$ cat src/rtl/por_pkg.sv
package por_pkg;

    typedef enum logic [1:0] {
        ST_IDLE  = 2'd0,
        ST_COUNT = 2'd1,
        ST_DONE  = 2'd2
    } por_state_e;

    function automatic longint unsigned hold_cycles(input longint unsigned clk_hz,
                                                    input longint unsigned hold_ms);
        return (clk_hz * hold_ms) / 64'd1000;
    endfunction

endpackage

$ cat src/rtl/por_hold_timer.sv
module por_hold_timer
    import por_pkg::*;
#(
    parameter int unsigned HOLD = 180
) (
    input  logic clk,
    input  logic clr,
    input  logic go,
    output logic rel
);
    localparam int unsigned CW = $clog2(HOLD + 1);

    por_state_e state_q, state_d;
    logic [CW-1:0] cnt_q, cnt_d;

    always_ff @(posedge clk) begin
        if (clr) begin
            state_q <= ST_IDLE;
            cnt_q   <= '0;
        end else begin
            state_q <= state_d;
            cnt_q   <= cnt_d;
        end
    end

    always_comb begin
        state_d = state_q;
        cnt_d   = cnt_q;
        unique case (state_q)
            ST_IDLE: begin
                cnt_d = '0;
                if (go) state_d = ST_COUNT;
            end
            ST_COUNT: begin
                if (!go) begin
                    state_d = ST_IDLE;
                    cnt_d   = '0;
                end else if (cnt_q == CW'(HOLD - 1)) begin
                    state_d = ST_DONE;
                    cnt_d   = '0;
                end else begin
                    cnt_d = cnt_q + 1'b1;
                end
            end
            ST_DONE: begin
                cnt_d = '0;
                if (!go) state_d = ST_IDLE;
            end
            default: begin
                state_d = ST_IDLE;
                cnt_d   = '0;
            end
        endcase
    end

    always_comb begin
        rel = (state_q == ST_DONE);
    end

    AST_CNT_IN_RANGE: assert property (@(posedge clk) disable iff (clr)
        cnt_q < CW'(HOLD)) else $error("count beyond hold");

    AST_GO_LOW_DROPS: assert property (@(posedge clk) disable iff (clr)
        !go |=> !rel) else $error("release held while go low");

endmodule

$ cat src/rtl/por_pin_detect.sv
module por_pin_detect (
    input  logic clk,
    input  logic clr,
    input  logic released,
    input  logic pin,
    output logic req
);
    logic s1_q, s2_q, s3_q, req_q;

    always_ff @(posedge clk) begin
        if (clr) begin
            s1_q  <= 1'b0;
            s2_q  <= 1'b0;
            s3_q  <= 1'b0;
            req_q <= 1'b0;
        end else begin
            s1_q  <= pin;
            s2_q  <= s1_q;
            s3_q  <= s2_q;
            req_q <= released & s3_q & ~s2_q;
        end
    end

    always_comb begin
        req = req_q;
    end

    AST_REQ_SINGLE: assert property (@(posedge clk) disable iff (clr)
        req |=> !req) else $error("request longer than one cycle");

    AST_REQ_ONLY_RELEASED: assert property (@(posedge clk) disable iff (clr)
        req |-> $past(released)) else $error("request while driving low");

endmodule

$ cat src/rtl/dual_por_gen.sv
module dual_por_gen
    import por_pkg::*;
#(
    parameter longint unsigned CLK_HZ  = 50_000_000,
    parameter longint unsigned HOLD_MS = 180
) (
    input  logic clk,
    input  logic sby_good_i,
    input  logic main_good_i,
    input  logic core_good_i,
    input  logic main_pin_i,
    output logic sby_rst_n_o,
    output logic main_rst_n_o,
    output logic reg_rst_req_o
);
    localparam int unsigned HOLD = int'(hold_cycles(CLK_HZ, HOLD_MS));

    logic clr;
    logic core_q;
    logic main_lead_q;
    logic sby_go;
    logic sby_rel, main_rel;

    always_comb begin
        clr = ~sby_good_i;
    end

    always_ff @(posedge clk) begin
        if (clr) begin
            core_q      <= 1'b0;
            main_lead_q <= 1'b0;
        end else begin
            core_q <= core_good_i;
            if (core_good_i && !core_q) main_lead_q <= main_good_i;
        end
    end

    always_comb begin
        sby_go = ~main_lead_q | main_rel;
    end

    por_hold_timer #(.HOLD(HOLD)) u_sby_tmr (
        .clk (clk),
        .clr (clr),
        .go  (sby_go),
        .rel (sby_rel)
    );

    por_hold_timer #(.HOLD(HOLD)) u_main_tmr (
        .clk (clk),
        .clr (clr),
        .go  (main_good_i),
        .rel (main_rel)
    );

    por_pin_detect u_pin_det (
        .clk      (clk),
        .clr      (clr),
        .released (main_rel),
        .pin      (main_pin_i),
        .req      (reg_rst_req_o)
    );

    always_comb begin
        sby_rst_n_o  = sby_rel;
        main_rst_n_o = main_rel;
    end

    AST_CLEAR_HOLDS: assert property (@(posedge clk)
        !sby_good_i |=> (!sby_rst_n_o && !main_rst_n_o && !reg_rst_req_o))
        else $error("outputs not cleared");

    AST_MAIN_NEEDS_GOOD: assert property (@(posedge clk) disable iff (!sby_good_i)
        $rose(main_rst_n_o) |-> $past(main_good_i)) else $error("main released while bad");

    AST_MAIN_DROP: assert property (@(posedge clk) disable iff (!sby_good_i)
        !main_good_i |=> !main_rst_n_o) else $error("main reset not reasserted");

    AST_SBY_WAITS_MAIN: assert property (@(posedge clk) disable iff (!sby_good_i)
        (main_lead_q && !main_rst_n_o) |=> !sby_rst_n_o) else $error("standby released early");

endmodule

$ cat config.mk
export PLATFORM = sky130hd
export DESIGN_NAME = dual_por_gen
export DESIGN_NICKNAME = d
export VERILOG_FILES = /design/src/rtl/por_pkg.sv /design/src/rtl/por_hold_timer.sv /design/src/rtl/por_pin_detect.sv /design/src/rtl/dual_por_gen.sv
export SDC_FILE = /design/constraint.sdc
export NUM_CORES = 1
export LEC_CHECK = 0
export BUFFER_PORTS_ARGS = -buffer_cell sky130_fd_sc_hd__buf_2
export CAP_MARGIN = 20
export CORE_MARGIN = 4
export CORE_UTILIZATION = 60
export CTS_CLUSTER_DIAMETER = 30
export DETAILED_ROUTE_END_ITERATION = 16
export GPL_ROUTABILITY_DRIVEN = 0
export PLACE_DENSITY_LB_ADDON = 0.12
export SYNTH_ARGS = -nofsm -noshare
export SYNTH_HDL_FRONTEND = slang
export SYNTH_SLANG_ARGS = --single-unit
$ cat constraint.sdc
create_clock -name clk -period 5.5 [get_ports clk]
set_input_delay 1.1 -clock clk [delete_from_list [all_inputs] [get_ports clk]]
set_output_delay 1.1 -clock clk [all_outputs]
set_load 0.01 [all_outputs]
# Yosys cells after proc, flatten, opt, wreduce, memory -nomap -nowiden
# Cells that the tools add are included.
# word_totals
register_bits	58
output_inout_bits	3
inputBits	5
# classes
n_addsub	2
eq_ne	12
n_mux	10
reduce_logical	8
n_bitwise	10
# op_table
op	count
$add 24x1->24 const B	2
$eq 24x24->1 const B	2
$mux 2	8
$pmux 2 s3	2
$reduce_or 4->1	2
$not 1->1	7
$ne 2x2->1 const B	3
$reduce_and 3->1	2
$eq 2x1->1 const B	2
$eq 2x2->1 const B	2
$logic_not 2->1	2
$ne 3x2->1 const B	1
$ne 3x3->1 const B	1
$and 1x1->1	2
$ne 2x1->1 const B	1
$logic_and 1x1->1	1
$logic_not 1->1	1
$or 1x1->1	1

# Depth between registers and ports, before layout
# Gate-level depths: netlist (run 1).
# depth
depth_word	4
ltp_mapped	7

# By module
# Synthesis (run 1) repeated with hierarchy kept, for this count alone.
# hier_totals
hier_cells	303
area_unflattened_um2	2635.0
# modules_own_cells
mod	cells_each	area_each_um2	instances
por_hold_timer	143	1213.7	2
por_pin_detect	8	118.9	1
dual_por_gen	9	88.8	1

# Least setup slack after synthesis (run 1)
# OpenSTA, ideal clock, no wires.
# synth_path
kind	input to register
startpoint	input port sby_good_i
endpoint	register u_sby_tmr.cnt_q[18]
path_stages	5
arrival_ns	1.977
required_ns	5.429
setup_ns	0.071
path_slack_ns	3.452
path_cell_list	inv_1 a2111oi_0 o21ai_1 clkbuf_1 a21oi_1
# synth_via
elab_chain_cells	2
# synth_rtl
element	line	source
from (decl)	dual_por_gen.sv:8	input logic sby_good_i,
$not 1->1 (no source line)	--	
$reduce_or 4->1 (no source line)	--	
to (signal assigned)	por_hold_timer.sv:22	cnt_q <= cnt_d;
to (decl)	por_hold_timer.sv:14	logic [CW-1:0] cnt_q, cnt_d;
# No other way between the ends.
# A chain may end at the register's enable or synchronous reset.

# Worst setup path after layout (run 1)
# layout_path
startpoint	register u_main_tmr.cnt_q[0]
endpoint	register u_main_tmr.cnt_q[10]
# layout_via
elab_chain_cells	2
elab_cells_between_ends	3
cone_classes	add/sub: 1; eq/ne: 1; reduce/logical: 1
# layout_rtl
element	line
from (decl)	por_hold_timer.sv:14
from (signal assigned)	por_hold_timer.sv:22
branches (longest 2 deep; another with $add 24x1->24)	--
# Several ways; the timed one is not identified.

==> results.txt, run 1 <==
* Outcome: finished, final reports clean
- After legalization and detailed placement, the total HPWL measured around 3400 microns.
- Worst-case reg-to-reg path depth: 6
* CP Capture Type: flip-flop
- The largest total area in the synthesized netlist belongs to sky130_fd_sc_hd__dfxtp_1.
- Along the worst path, the maximum fanout reaches 16.
* Detailed Route WL: roughly 5100 microns
- Final nets: ~310
- For this run, the total global-route usage over all layers was measured as between 20% and 30%.
- Synth warnings: 0
- Clock edge transition at the registers on the reported setup and hold paths: roughly 0.060 ns
- Port-buffer cells: 7
- Entering global routing, the biggest net connects 25 pins.
- The area growth from synthesis to layout is 9.717%.
- Required time reported for the critical path endpoint: between 5 and 6 ns
- Number of buffers added to fix hold violations after cts: 0
- In this run the tightest slew margin relative to its limit is between 40% and 50%.
- Area inside the core boundary: a little over 4000 sq um
- The die covers 5549 sq um.
* Number of library cell types mapped by synthesis: 42
- Number of max-cap violations: 0
- Setup repair after global routing left no endpoint under its margin.
- Vertical extent of the die: 74.49 microns
* Total Power Consumption: around 0.00083 W
* Clock root buffer master: sky130_fd_sc_hd__clkbuf_8
- Initial Util: 64.01%
- In the routed layout, each cell is associated on average with a via count of around 6.1.
* Area share of the leading cell type in the synthesized netlist: 43.77%
- Timing would allow up to approximately 400 MHz.
* Post-synthesis sequential area ratio: between 40% and 50%
* Number of fill cells in the layout: about 330
- Static Leak: 0.8907 nW
* PD cells: between 200 and 300 nW/um^2
- Leading cell types by total area after synthesis: sky130_fd_sc_hd__dfxtp_1 44%, sky130_fd_sc_hd__xor2_1 4.3%, sky130_fd_sc_hd__xnor2_1 4.0%
* Total nets after synthesis: a little over 300
- The path with the worst hold slack has its endpoint at u_pin_det.req.
- Worst-margin pin slew: around 0.82 ns
- In this run the critical register-to-register path is launched from u_main_tmr.cnt_q[0].
- The count of cells in the finished layout, fillers not included, comes to between 300 and 400.
* Worst hold path type: flip-flop to flip-flop
* Worst min-delay path startpoint: u_pin_det.s2_q
- In this run the count of I/O pins placed on the die edge is 8.
- Pins Over Slew Limit: 0
- Worst slack on hold paths: 0.4194 ns
* Leading cell types in the layout, fill and taps excluded: 58 x sky130_fd_sc_hd__dfxtp_1, 20 x sky130_fd_sc_hd__nor3_1, 20 x sky130_fd_sc_hd__nor2_1
- The clock tree synthesis step divided the H-tree into 3 levels.
* Max Buffers Root-to-Sink: 2
- Number of global-route vias before repair: between 2,000 and 2,500
* Clock latency of the later-clocked register in the worst-skew pair: 0.32 ns
- Post-CTS sizing: 0
- Setup slack, reg-to-reg: 2.99 ns
* Number of clock sinks: between 50 and 60
- Once placement completed, the tool counted placed cells totaling approximately 350.
- In the synthesized netlist the dominant register cell turns out to be sky130_fd_sc_hd__dfxtp_1.
- Drt first pass iters: 4
* Kind of start point of the critical path: flip-flop
* Grt ovf: 0
* Ratio of cells with drive above 1 in the final layout: around a tenth
- Leaving out fill and tap cells, the most frequent cell in the layout is sky130_fd_sc_hd__dfxtp_1.
- Wire length of the first global-routing pass: 9114 microns
* WP data arrival: 2.68 ns
* Max VDD drop: approximately 0.00019 V
* Minimum clock period after layout: roughly 2.5 ns
- The routed layout has between 2,000 and 2,500 vias.
- EDFF count, synth: 0
- Across the routed clock network, the largest skew measured is a little under 0.008 ns.
- In this run the core area contains 23 standard-cell rows.
- The final-report hold violation count came to 0.
* Die width: around 74 microns
- Number of antenna violations at the first check in global routing: 0
- The cell count after synthesis came out at between 200 and 300.
- By startpoint and endpoint, the worst setup path is classified as flip-flop to flip-flop.
- Reg2reg end: u_main_tmr.cnt_q[10]
* Detailed Route Iter0 Violations: around 120
* Post-synthesis area per instance: 8.901 sq um
* Asr flop ratio synth: 0%
- Buffers inserted by post-CTS timing repair: 0
- TritonCTS built the clock tree.
- Setup violations remaining at the end of the flow were counted as 0.
* Antenna cells: 0
* Number of clock buffers inserted by TritonCTS: 9
- Cells fill a little over two thirds of the core in the end.
- Post-synthesis sequential element count: 58
* Mapped cell area: approximately 2700 sq um
- After detailed routing, the number of remaining DRC violations is 0.
* Hold depth: 1
* Antenna-violating nets left: 0
- DR WL/cell: approximately 14 microns
- After routing, the total negative slack on setup checks comes to 0 ns.
* Final cycle utilization of the critical path: between 40% and 50%
-- worst max-delay path: stages, from the launching register on --
cell and delay [ns]:
sky130_fd_sc_hd__dfxtp_1 0.37, sky130_fd_sc_hd__ha_1 0.25, sky130_fd_sc_hd__nand2_1 0.09, sky130_fd_sc_hd__or4_2 0.67, sky130_fd_sc_hd__nor2b_1 0.55, sky130_fd_sc_hd__buf_4 0.34, sky130_fd_sc_hd__nor3_1 0.08
-- worst max-delay path by stage --
stage	startpoint	end	slack [ns]	cells after the start
after floorplan	sby_good_i	u_sby_tmr.cnt_q[18]	3.45	5
after global placement	u_main_tmr.cnt_q[0]	u_main_tmr.cnt_q[10]	3.03	6
after detailed placement	u_main_tmr.cnt_q[0]	u_main_tmr.cnt_q[10]	3.00	6
after CTS	u_main_tmr.cnt_q[0]	u_main_tmr.cnt_q[10]	2.99	6
after global routing	u_main_tmr.cnt_q[0]	u_main_tmr.cnt_q[13]	2.74	6
final	u_main_tmr.cnt_q[0]	u_main_tmr.cnt_q[10]	2.99	6
-- synthesized netlist by cell type (3+ instances only) --
cell and instances:
sky130_fd_sc_hd__clkbuf_1 7, sky130_fd_sc_hd__nor4_1 4, sky130_fd_sc_hd__nor3_1 20, sky130_fd_sc_hd__nor2b_1 5, sky130_fd_sc_hd__or3_1 10, sky130_fd_sc_hd__and3_1 5
sky130_fd_sc_hd__inv_1 9, sky130_fd_sc_hd__and4_1 5, sky130_fd_sc_hd__dfxtp_1 58, sky130_fd_sc_hd__o21ai_0 14, sky130_fd_sc_hd__or4_1 4, sky130_fd_sc_hd__nand4_1 12
sky130_fd_sc_hd__nand3_1 15, sky130_fd_sc_hd__and2_1 8, sky130_fd_sc_hd__xor2_1 13, sky130_fd_sc_hd__nor4b_1 4, sky130_fd_sc_hd__a211oi_1 8, sky130_fd_sc_hd__xnor2_1 12
sky130_fd_sc_hd__buf_2 3, sky130_fd_sc_hd__nand4bb_1 3, sky130_fd_sc_hd__nor2_1 20, sky130_fd_sc_hd__a21oi_1 11, sky130_fd_sc_hd__o31ai_1 4, sky130_fd_sc_hd__nand2_1 19
-- final cells by class --
type | instances | area, sq um | area share, %
timing repair buffer | 9 | 50.05 | 1.720
tap | 50 | 62.56 | 2.150
inverter | 9 | 33.78 | 1.161
clock buffer | 14 | 162.7 | 5.589
clock inverter | 2 | 35.03 | 1.204
sequential | 58 | 1161 | 39.90
multi-input combinational | 220 | 1405 | 48.28
-- logic make-up after synthesis --
group / share of synthesized area (%)
AND/OR/NAND/NOR: 33.30
flip-flops: 43.77
AO/OA/AOI/OAI: 10.09
XOR/XNOR: 8.255
buffers and inverters: 3.255
adder cells (fa/ha/maj): 0.9432
multiplexers: 0.3774
-- sequential cells by signal, summed over array words and instances, names as in the netlist --
name / flops
main_lead_q: 1
u_sby_tmr.state_q: 2
core_q: 1
u_pin_det.s2_q: 1
u_pin_det.req: 1
u_pin_det.s1_q: 1
u_sby_tmr.cnt_q: 24
u_main_tmr.state_q: 2
u_main_tmr.cnt_q: 24
u_pin_det.s3_q: 1
-- metrics by stage --
| step | area, sq um | setup slack [ns] |
|---|---|---|
| after detailed placement | 2713 | 2.999 |
| final | 2910 | 2.990 |
| after global routing | 2910 | 2.739 |
| after CTS | 2910 | 2.988 |
| after global placement | 2713 | 3.030 |
| after floorplan | 2653 | 3.452 |
-- per-layer routing --
metal	part of all wire (%)	routed length (microns)	track usage, %	vias to the layer above
met5	0	0	0	-
met4	1.4	70	8.103	0
met3	4.9	247	4.595	9
met2	42	2129	31.41	49
met1	52	2607	29.68	1026
li1	-	-	-	1110
-- report_power, final --
group          leakage, nW  total (W)  internal, W  switching, W
Combinational        0.321  0.0000142   0.00000517    0.00000905
Sequential           0.469   0.000426     0.000424    0.00000225
Clock                0.101   0.000391     0.000234      0.000157
Total                0.891   0.000831     0.000663      0.000169
(Power assumes the default switching activity.)
==> inputs of run 2 (changes only) <==
--- a/config.mk
+++ b/config.mk
@@ -5,10 +5,11 @@
 export SDC_FILE = /design/constraint.sdc
 export NUM_CORES = 1
 export LEC_CHECK = 0
+export ABC_AREA = 1
 export BUFFER_PORTS_ARGS = -buffer_cell sky130_fd_sc_hd__buf_2
 export CAP_MARGIN = 20
 export CORE_MARGIN = 4
-export CORE_UTILIZATION = 60
+export CORE_UTILIZATION = 56
 export CTS_CLUSTER_DIAMETER = 30
 export DETAILED_ROUTE_END_ITERATION = 16
 export GPL_ROUTABILITY_DRIVEN = 0
==> constraint.sdc (replaced) <==
create_clock -name clk -period 2.05 [get_ports clk]
set_input_delay 0.41 -clock clk [delete_from_list [all_inputs] [get_ports clk]]
set_output_delay 0.41 -clock clk [all_outputs]
set_load 0.01 [all_outputs]
==> run 2 against run 1 <==
- clock skew increased by 0.0014 ns
- clock-buffer cell count fell by 2
- non-clock buffer count down 2
- clock power grew to 3.0 times the previous value
- critical endpoint is now u_sby_tmr.state_q[0]
- sequential share of layout area shrank 3.8 points
- first-iteration DRC count shrank 1.7%
- combinational power grew to 3.7 times the previous value
- critical path type unchanged
==> results.txt, run 2 <==
- Total nets after synthesis: roughly 440
- For the final routed database, the setup TNS stands at 0 ns.
- Mapped cell area: between 2000 and 3000 sq um
* Most used standard cell by instance count after synthesis: sky130_fd_sc_hd__nand2_1
* Port-buffer cells: 7
- Area share of the leading cell type in the synthesized netlist: 39.83%
- After floorplanning, the core was sized to cover a little under 5000 sq um.
* Clock tree from TritonCTS: done
- The H-tree generated during clock tree synthesis spans 3 levels.
* Xor/xnor share of the synthesized area: between 6 and 7%
- Main combinational cell family by area after synthesis: simple AND/OR/NAND/NOR gates
* Launching point of the worst reg2reg path: u_sby_tmr.cnt_q[0]
- Die width: about 80 microns
* WP data arrival: ~1.9 ns
- The biggest area contributor in the post-synthesis netlist is sky130_fd_sc_hd__dfxtp_1.
* Number of clock sinks: 58
* Routed wl met3: between 200 and 300 microns
- Grt ovf: 0
- The via count of the first global-routing pass was ~2,500.
- The worst hold path was traced through 3 stages.
- Max VDD drop: between 0.0005 and 0.0006 V
- Clock-pin slew was measured on the worst setup and hold paths at 0.07 ns.
- The worst hold path belongs to the class input pin to flip-flop.
* Detailed Route Iter0 Violations: 119
- Reg2reg end: u_sby_tmr.state_q[0]
- Tracing the worst setup path back leads to its startpoint at u_sby_tmr.cnt_q[0].
* Clock latency of the later-clocked register in the worst-skew pair: around 0.35 ns
- For this design the top-level I/O count stands at 8.
* Max-slew headroom: between 60% and 70%
- After clock tree synthesis, the repair step resized 0 gates.
- Number of clock buffers inserted by TritonCTS: 9
* Post-synthesis compound-gate area fraction: around 4%
- Clock root buffer master: sky130_fd_sc_hd__clkbuf_8
- Entering global routing, the biggest net connects 26 pins.
- The first detailed-routing pass ran for 4 iterations.
* Kind of start point of the critical path: flip-flop
- Highest fanout seen on the critical path: 25
* Leading cell types by total area after synthesis: sky130_fd_sc_hd__dfxtp_1 40%, sky130_fd_sc_hd__nand2_1 15%, sky130_fd_sc_hd__nor2_1 13%
- Asr flop ratio synth: 0%
* Via density per instance: around 5.0
* # DRC: 0
* Full die area: approximately 6400 sq um
* Placed wire-length estimate after detailed placement: 4250 microns
* WL met1: between 2000 and 3000 microns
- Adder-Cell Fraction of Synth Area: less than 1%
- Worst-case reg-to-reg path depth: 6
* Overall Global Routing Usage: between 20% and 30%
- After synthesis, flip-flops and latches occupy 39.83% of the total area.
- Type of the setup path with the least slack: flip-flop to flip-flop
* Multiplexer area fraction after synthesis: 0%
- Derived from the worst setup path, the maximum achievable clock frequency is 595.6 MHz.
- Antenna cells: 0
* PD cells: 743.8 nW/um^2
- Outcome: finished, final reports clean
- Clock skew on the completed layout was measured at 0.009071 ns.
- For this block, the via count after detailed routing is 2,561.
- Wire length of the first global-routing pass: ~10,000 microns
* Setup slack, reg-to-reg: approximately 0.37 ns
- In the detailed route, the total length drawn on met2 is 2476 microns.
- The worst path uses 81.90% of the clock period.
- Top layer reached by signal wires: met4
- Hold timing on the final database bottoms out at a slack of approximately 0.24 ns.
- Leading cell types in the layout, fill and taps excluded: 116 x sky130_fd_sc_hd__nand2_1, 103 x sky130_fd_sc_hd__nor2_1, 58 x sky130_fd_sc_hd__dfxtp_1
- DR WL/cell: between 10 and 15 microns
- Detailed Route WL: 5762 microns
* Antenna-violating nets left: 0
- Number of antenna violations at the first check in global routing: 0
* Cell count after synthesis: 432
- Vertical extent of the die: around 80 microns
- The worst hold path begins at main_pin_i.
- The clock period could shrink to 1.679 ns.
- The path with the worst hold slack has its endpoint at u_pin_det.s1_q.
- Number of endpoints failing setup at the final stage: 0
* RSZ-0062 raised after global routing: no
- Data on the critical path is required at its endpoint by approximately 2.3 ns.
* CP Capture Type: flip-flop
* Most common cell after layout, fill and taps aside: sky130_fd_sc_hd__nand2_1
- Once the floorplan was initialized, standard cells occupied roughly three fifths of the core.
- Number of library cell types mapped by synthesis: 29
- Pins Over Slew Limit: 0
- Of the cells placed in the final design, the portion with a size suffix greater than 1 is 9.333%.
- For this run, the post-layout net count is approximately 450.
* Number of buffers added to fix hold violations after cts: 0
- Worst-margin pin slew: 0.4712 ns
* Synth warnings: 0
- The tool flagged a number of max-cap violations equal to 0.
- In this run, synthesis inferred 0 flip-flops with an integrated enable.
- Max Buffers Root-to-Sink: 2
- Area growth syn-to-layout: 10.39%
- Buffers inserted by post-CTS timing repair: 0
* Simple-gate area share of the yosys netlist: about two fifths
- By count the netlist is led by 116 x sky130_fd_sc_hd__nand2_1, 103 x sky130_fd_sc_hd__nor2_1, 58 x sky130_fd_sc_hd__dfxtp_1.
- Post-synthesis area per instance: approximately 6.7 sq um
- Post-synthesis sequential element count: a little under 60
- Most used flip-flop cell after synthesis: sky130_fd_sc_hd__dfxtp_1
- Total count of hold-check failures in the final report: 0
* Placement Rows: 25
- Static Leak: slightly below 1 nW
- Largest registers: u_main_tmr.cnt_q x24, u_sby_tmr.cnt_q x24
[run 2: cell count changes after synthesis, moves of 6 or more]
cell                       previous run  this run
sky130_fd_sc_hd__or3_1               10         0
sky130_fd_sc_hd__nor2_1              20       103
sky130_fd_sc_hd__and2_1               8         1
sky130_fd_sc_hd__clkbuf_1             7         0
sky130_fd_sc_hd__nand3_1             15        31
sky130_fd_sc_hd__nor3_1              20         1
sky130_fd_sc_hd__nand4_1             12         6
sky130_fd_sc_hd__a211oi_1             8         0
sky130_fd_sc_hd__o21ai_0             14         4
sky130_fd_sc_hd__inv_1                9        41
sky130_fd_sc_hd__nand2_1             19       116
[run 2: logic make-up after synthesis]
logic type / count (synthesis)
simple gates: 280
xor+xnor: 22
compound gates: 22
buf+inv: 48
flops: 58
fa+ha+maj: 2
[run 2: layout make-up]
class | instances | area [sq um]
Fill cell | 477 | 1662
Inverter | 43 | 161.4
Multi-Input combinational cell | 326 | 1548
Sequential cell | 58 | 1161
Timing Repair Buffer | 7 | 35.03
Clock buffer | 12 | 155.1
Tap cell | 67 | 83.83
Clock inverter | 4 | 73.82
[run 2: report_power, final]
| group | switching, W | internal [W] |
|---|---|---|
| logic | 0.0000371 | 0.0000148 |
| registers | 0.00000736 | 0.00114 |
| clock network | 0.000444 | 0.000750 |
[run 2: worst max-delay path, stage by stage, from the launching register on]
cell,delay [ns]
sky130_fd_sc_hd__dfxtp_1,0.37
sky130_fd_sc_hd__ha_1,0.21
sky130_fd_sc_hd__nand3_2,0.17
sky130_fd_sc_hd__nor2_1,0.18
sky130_fd_sc_hd__nand3_1,0.11
sky130_fd_sc_hd__nand2_2,0.38
sky130_fd_sc_hd__o21ai_1,0.12
[run 2: layer usage]
layer,vias to the layer above,GRT usage [%]
met5,-,0
met4,0,9.122
met3,15,6.614
met2,48,33.28
met1,1135,26.12
li1,1363,-
[run 2: stage by stage]
step	area (sq um)	std cells	power, W	utilization, %	setup WS (ns)
floorplan	2915	432	0.001217	-	0.6527
global placement	2989	501	0.001223	61.26	0.3831
detailed placement	2989	501	0.001225	61.26	0.3470
CTS	3218	517	0.002425	65.95	0.3361
global route	3218	517	0.002493	65.95	0.1525
finish	3218	517	0.002394	65.95	0.3711
[run 2: how the worst max path moves through the flow]
stage                           end  slack, ns  cells past startpoint
2_1_floorplan   u_main_tmr.cnt_q[9]       0.65                      7
3_3_place_gp   u_sby_tmr.state_q[0]       0.38                      6
3_5_place_dp   u_sby_tmr.state_q[0]       0.35                      6
4_1_cts        u_sby_tmr.state_q[0]       0.34                      6
5_1_grt        u_main_tmr.cnt_q[16]       0.15                      6
6_report       u_sby_tmr.state_q[0]       0.37                      6
==> inputs of run 3 (changes only) <==
==> constraint.sdc (replaced) <==
create_clock -name clk -period 1.38 [get_ports clk]
set_input_delay 0.276 -clock clk [delete_from_list [all_inputs] [get_ports clk]]
set_output_delay 0.276 -clock clk [all_outputs]
set_load 0.01 [all_outputs]
==> run 3 against run 2 <==
- power increased by 43%
- sequential cell count unchanged
- clock skew decreased by 0.0015 ns
- register-to-register slack got worse by 0.35 ns
- design area increased by 12%
==> results.txt, run 3 (synthesis gave the netlist of run 2 again) <==
- The flow ran to the end, and the final reports show no timing, DRC or antenna violations.
- Net switching power figure: 0.0007799 W
- WP data arrival: ~1.6 ns
- TritonCTS created 9 clock buffers.
- Total Power Consumption: roughly 0.0034 W
- The worst setup path is captured at a flip-flop.
- Max Buffers Root-to-Sink: 2
- For this run, design rule violations remaining after detail routing come to 0.
- Hold endpoint: u_pin_det.s1_q
- In the final layout, the share of cells above drive strength 1 is approximately 23%.
* Largest net degree at the start of global routing: 24
- Antenna cells: 0
- Including well taps, the total number of placed cells is roughly 520.
- Cell internal power was estimated by the tool at between 0.002 and 0.003 W.
- Highest fanout seen on the critical path: 4
* DR WL/cell: between 10 and 15 microns
- The worst register-to-register path ends at u_main_tmr.cnt_q[15].
- The first detailed-routing pass ran for 4 iterations.
- Number of endpoints failing setup at the final stage: 0
* Worst min-delay path startpoint: main_pin_i
- Area inside the core boundary: ~4900 sq um
* Static Leak: between 1 and 1.5 nW
* Initial Util: between 50% and 60%
* Sequential power share: 49.9%
- Clock-pin slew was measured on the worst setup and hold paths at ~0.070 ns.
- Pins Over Slew Limit: 0
- CTS saw slightly below 60 sinks.
- Grt ovf: 0
* Detailed Route WL: between 6000 and 7000 microns
* Area growth syn-to-layout: 23.18%
- Antenna-violating nets left: 0
* Die width: 80.15 microns
- Number of global-route vias before repair: between 2,000 and 2,500
- Total count of hold-check failures in the final report: 0
- PD cells: 953.0 nW/um^2
- Required time reported for the critical path endpoint: 1.61 ns
- Leading cell types in the layout, fill and taps excluded: 111 x sky130_fd_sc_hd__nand2_1, 89 x sky130_fd_sc_hd__nor2_1, 44 x sky130_fd_sc_hd__dfxtp_1
- Final nets: about 470
* Placed wire-length estimate after detailed placement: 4471 microns
* Setup slack, reg-to-reg: ~0.017 ns
* Number of fill cells in the layout: 400
* Clock latency of the later-clocked register in the worst-skew pair: 0.34 ns
- IR analysis of the VDD net gives a maximum drop of between 0.0005 and 0.0006 V.
- The worst hold path was traced through 3 stages.
* Part of the power in combinational logic: between 4 and 5%
- The tightest min-delay check is of the input pin to flip-flop type.
* Final cycle utilization of the critical path: 98.74%
- Highest clock rate: 733.9 MHz
* Minimum clock period after layout: 1.363 ns
- Clock tree from TritonCTS: done
- Clock share of power: between 40% and 50%
- Number of antenna violations at the first check in global routing: 0
- RSZ-0062 raised after global routing: yes
- The clock arrives with between 0.007 and 0.008 ns of skew.
- STA classifies the critical path startpoint as a flip-flop.
- Max H-tree Level: 3
- In this run the critical register-to-register path is launched from u_main_tmr.cnt_q[11].
- The largest registers in the layout are u_main_tmr.cnt_q x24, u_sby_tmr.cnt_q x24.
- After the first detailed-routing iteration, the DRC count stood at roughly 130.
- Full die area: approximately 6400 sq um
- Non-filler cells, final: around 540
* Wire length of the first global-routing pass: around 11,000 microns
- Switching share of power: approximately 23%
- The floorplan has 25 rows.
* Max-slew headroom: a little over four fifths
- Leaving out fill and tap cells, the most frequent cell in the layout is sky130_fd_sc_hd__nand2_1.
- Clock root buffer master: sky130_fd_sc_hd__clkbuf_8
- The die is roughly 80 microns tall.
* Number of I/O pins: 8
* Port-buffer cells: 7
- Number of max-cap violations: 0
* Worst-margin pin slew: ~0.24 ns
- Worst-case reg-to-reg path depth: 6
* Via density per instance: 5.059
* Type of the setup path with the least slack: flip-flop to flip-flop
- For this run, the total global-route usage over all layers was measured as between 20% and 30%.
* Via count: 2,722
## run 3: final cells by class
type / instances / area [sq um] / share of cell area (%)
Multi-Input combinational cell: 326 / 1714 / 47.74
Sequential cell: 58 / 1179 / 32.82
Timing Repair Buffer: 29 / 260.3 / 7.247
Inverter: 43 / 161.4 / 4.495
Clock buffer: 10 / 137.6 / 3.833
Tap cell: 67 / 83.83 / 2.334
Clock inverter: 5 / 55.05 / 1.533
## run 3: how the worst max path moves through the flow
| stage | startpoint | end | slack, ns | cells after the start |
|---|---|---|---|---|
| 4_1_cts | u_main_tmr.cnt_q[1] | u_main_tmr.cnt_q[10] | -0.03 | 6 |
| 2_1_floorplan | u_main_tmr.cnt_q[0] | u_main_tmr.cnt_q[9] | 0.01 | 7 |
| 3_3_place_gp | u_sby_tmr.cnt_q[1] | u_sby_tmr.state_q[0] | 0.02 | 7 |
| 3_5_place_dp | u_main_tmr.cnt_q[1] | u_main_tmr.cnt_q[11] | -0.03 | 6 |
| 6_report | u_main_tmr.cnt_q[11] | u_main_tmr.cnt_q[15] | 0.02 | 6 |
| 5_1_grt | u_sby_tmr.cnt_q[7] | u_sby_tmr.cnt_q[6] | -0.08 | 7 |
## run 3: critical path, stage by stage, from the launching register on
cell	delay, ns
sky130_fd_sc_hd__dfxtp_1	0.43
sky130_fd_sc_hd__nand2_1	0.11
sky130_fd_sc_hd__nor2_1	0.20
sky130_fd_sc_hd__nand2_1	0.13
sky130_fd_sc_hd__nor2_1	0.15
sky130_fd_sc_hd__xor2_1	0.17
sky130_fd_sc_hd__nor2_1	0.06
## run 3: metrics by stage
step | setup slack (ns) | area, sq um | TNS, ns | hold slack (ns) | utilization (%)
2_1_floorplan | 0.01298 | 2923 | 0 | 0.3736 | -
5_1_grt | -0.08209 | 3591 | -1.569 | 0.1465 | 73.59
6_report | 0.01741 | 3591 | 0 | 0.1167 | 73.59
4_1_cts | -0.03222 | 3359 | -0.4259 | 0.1077 | 68.85
3_5_place_dp | -0.02646 | 3149 | -0.2520 | 0.3998 | 64.54
3_3_place_gp | 0.01568 | 3149 | 0 | 0.3937 | 64.54
## run 3: power by group through the flow
stage	Sequential (W)	Clock (W)	Combinational, W
final	0.00171	0.00155	0.000169
after global routing	0.00171	0.00166	0.000187
after CTS	0.00170	0.00157	0.000121
after detailed placement	0.00174	0	0.000120
after global placement	0.00174	0	0.000117
after floorplan	0.00174	0	0.0000699
## run 3: repair_timing
item                                    4_1_cts  5_1_grt
buffers inserted                              0        3
endpoints found under the setup margin       47       51
cloned                                        0        2
hold buffers                                  0        0
resized for setup                             4       52
pin swaps                                     0       11
## run 3: metal layers
layer  global-route usage, %  vias to the layer above  share of wire (%)
li1                        -                     1411                  -
met3                   6.278                       10                4.7
met2                   34.19                       60                 49
met4                   8.784                        0                1.8
met5                       0                        -                  0
met1                   26.24                     1241                 45
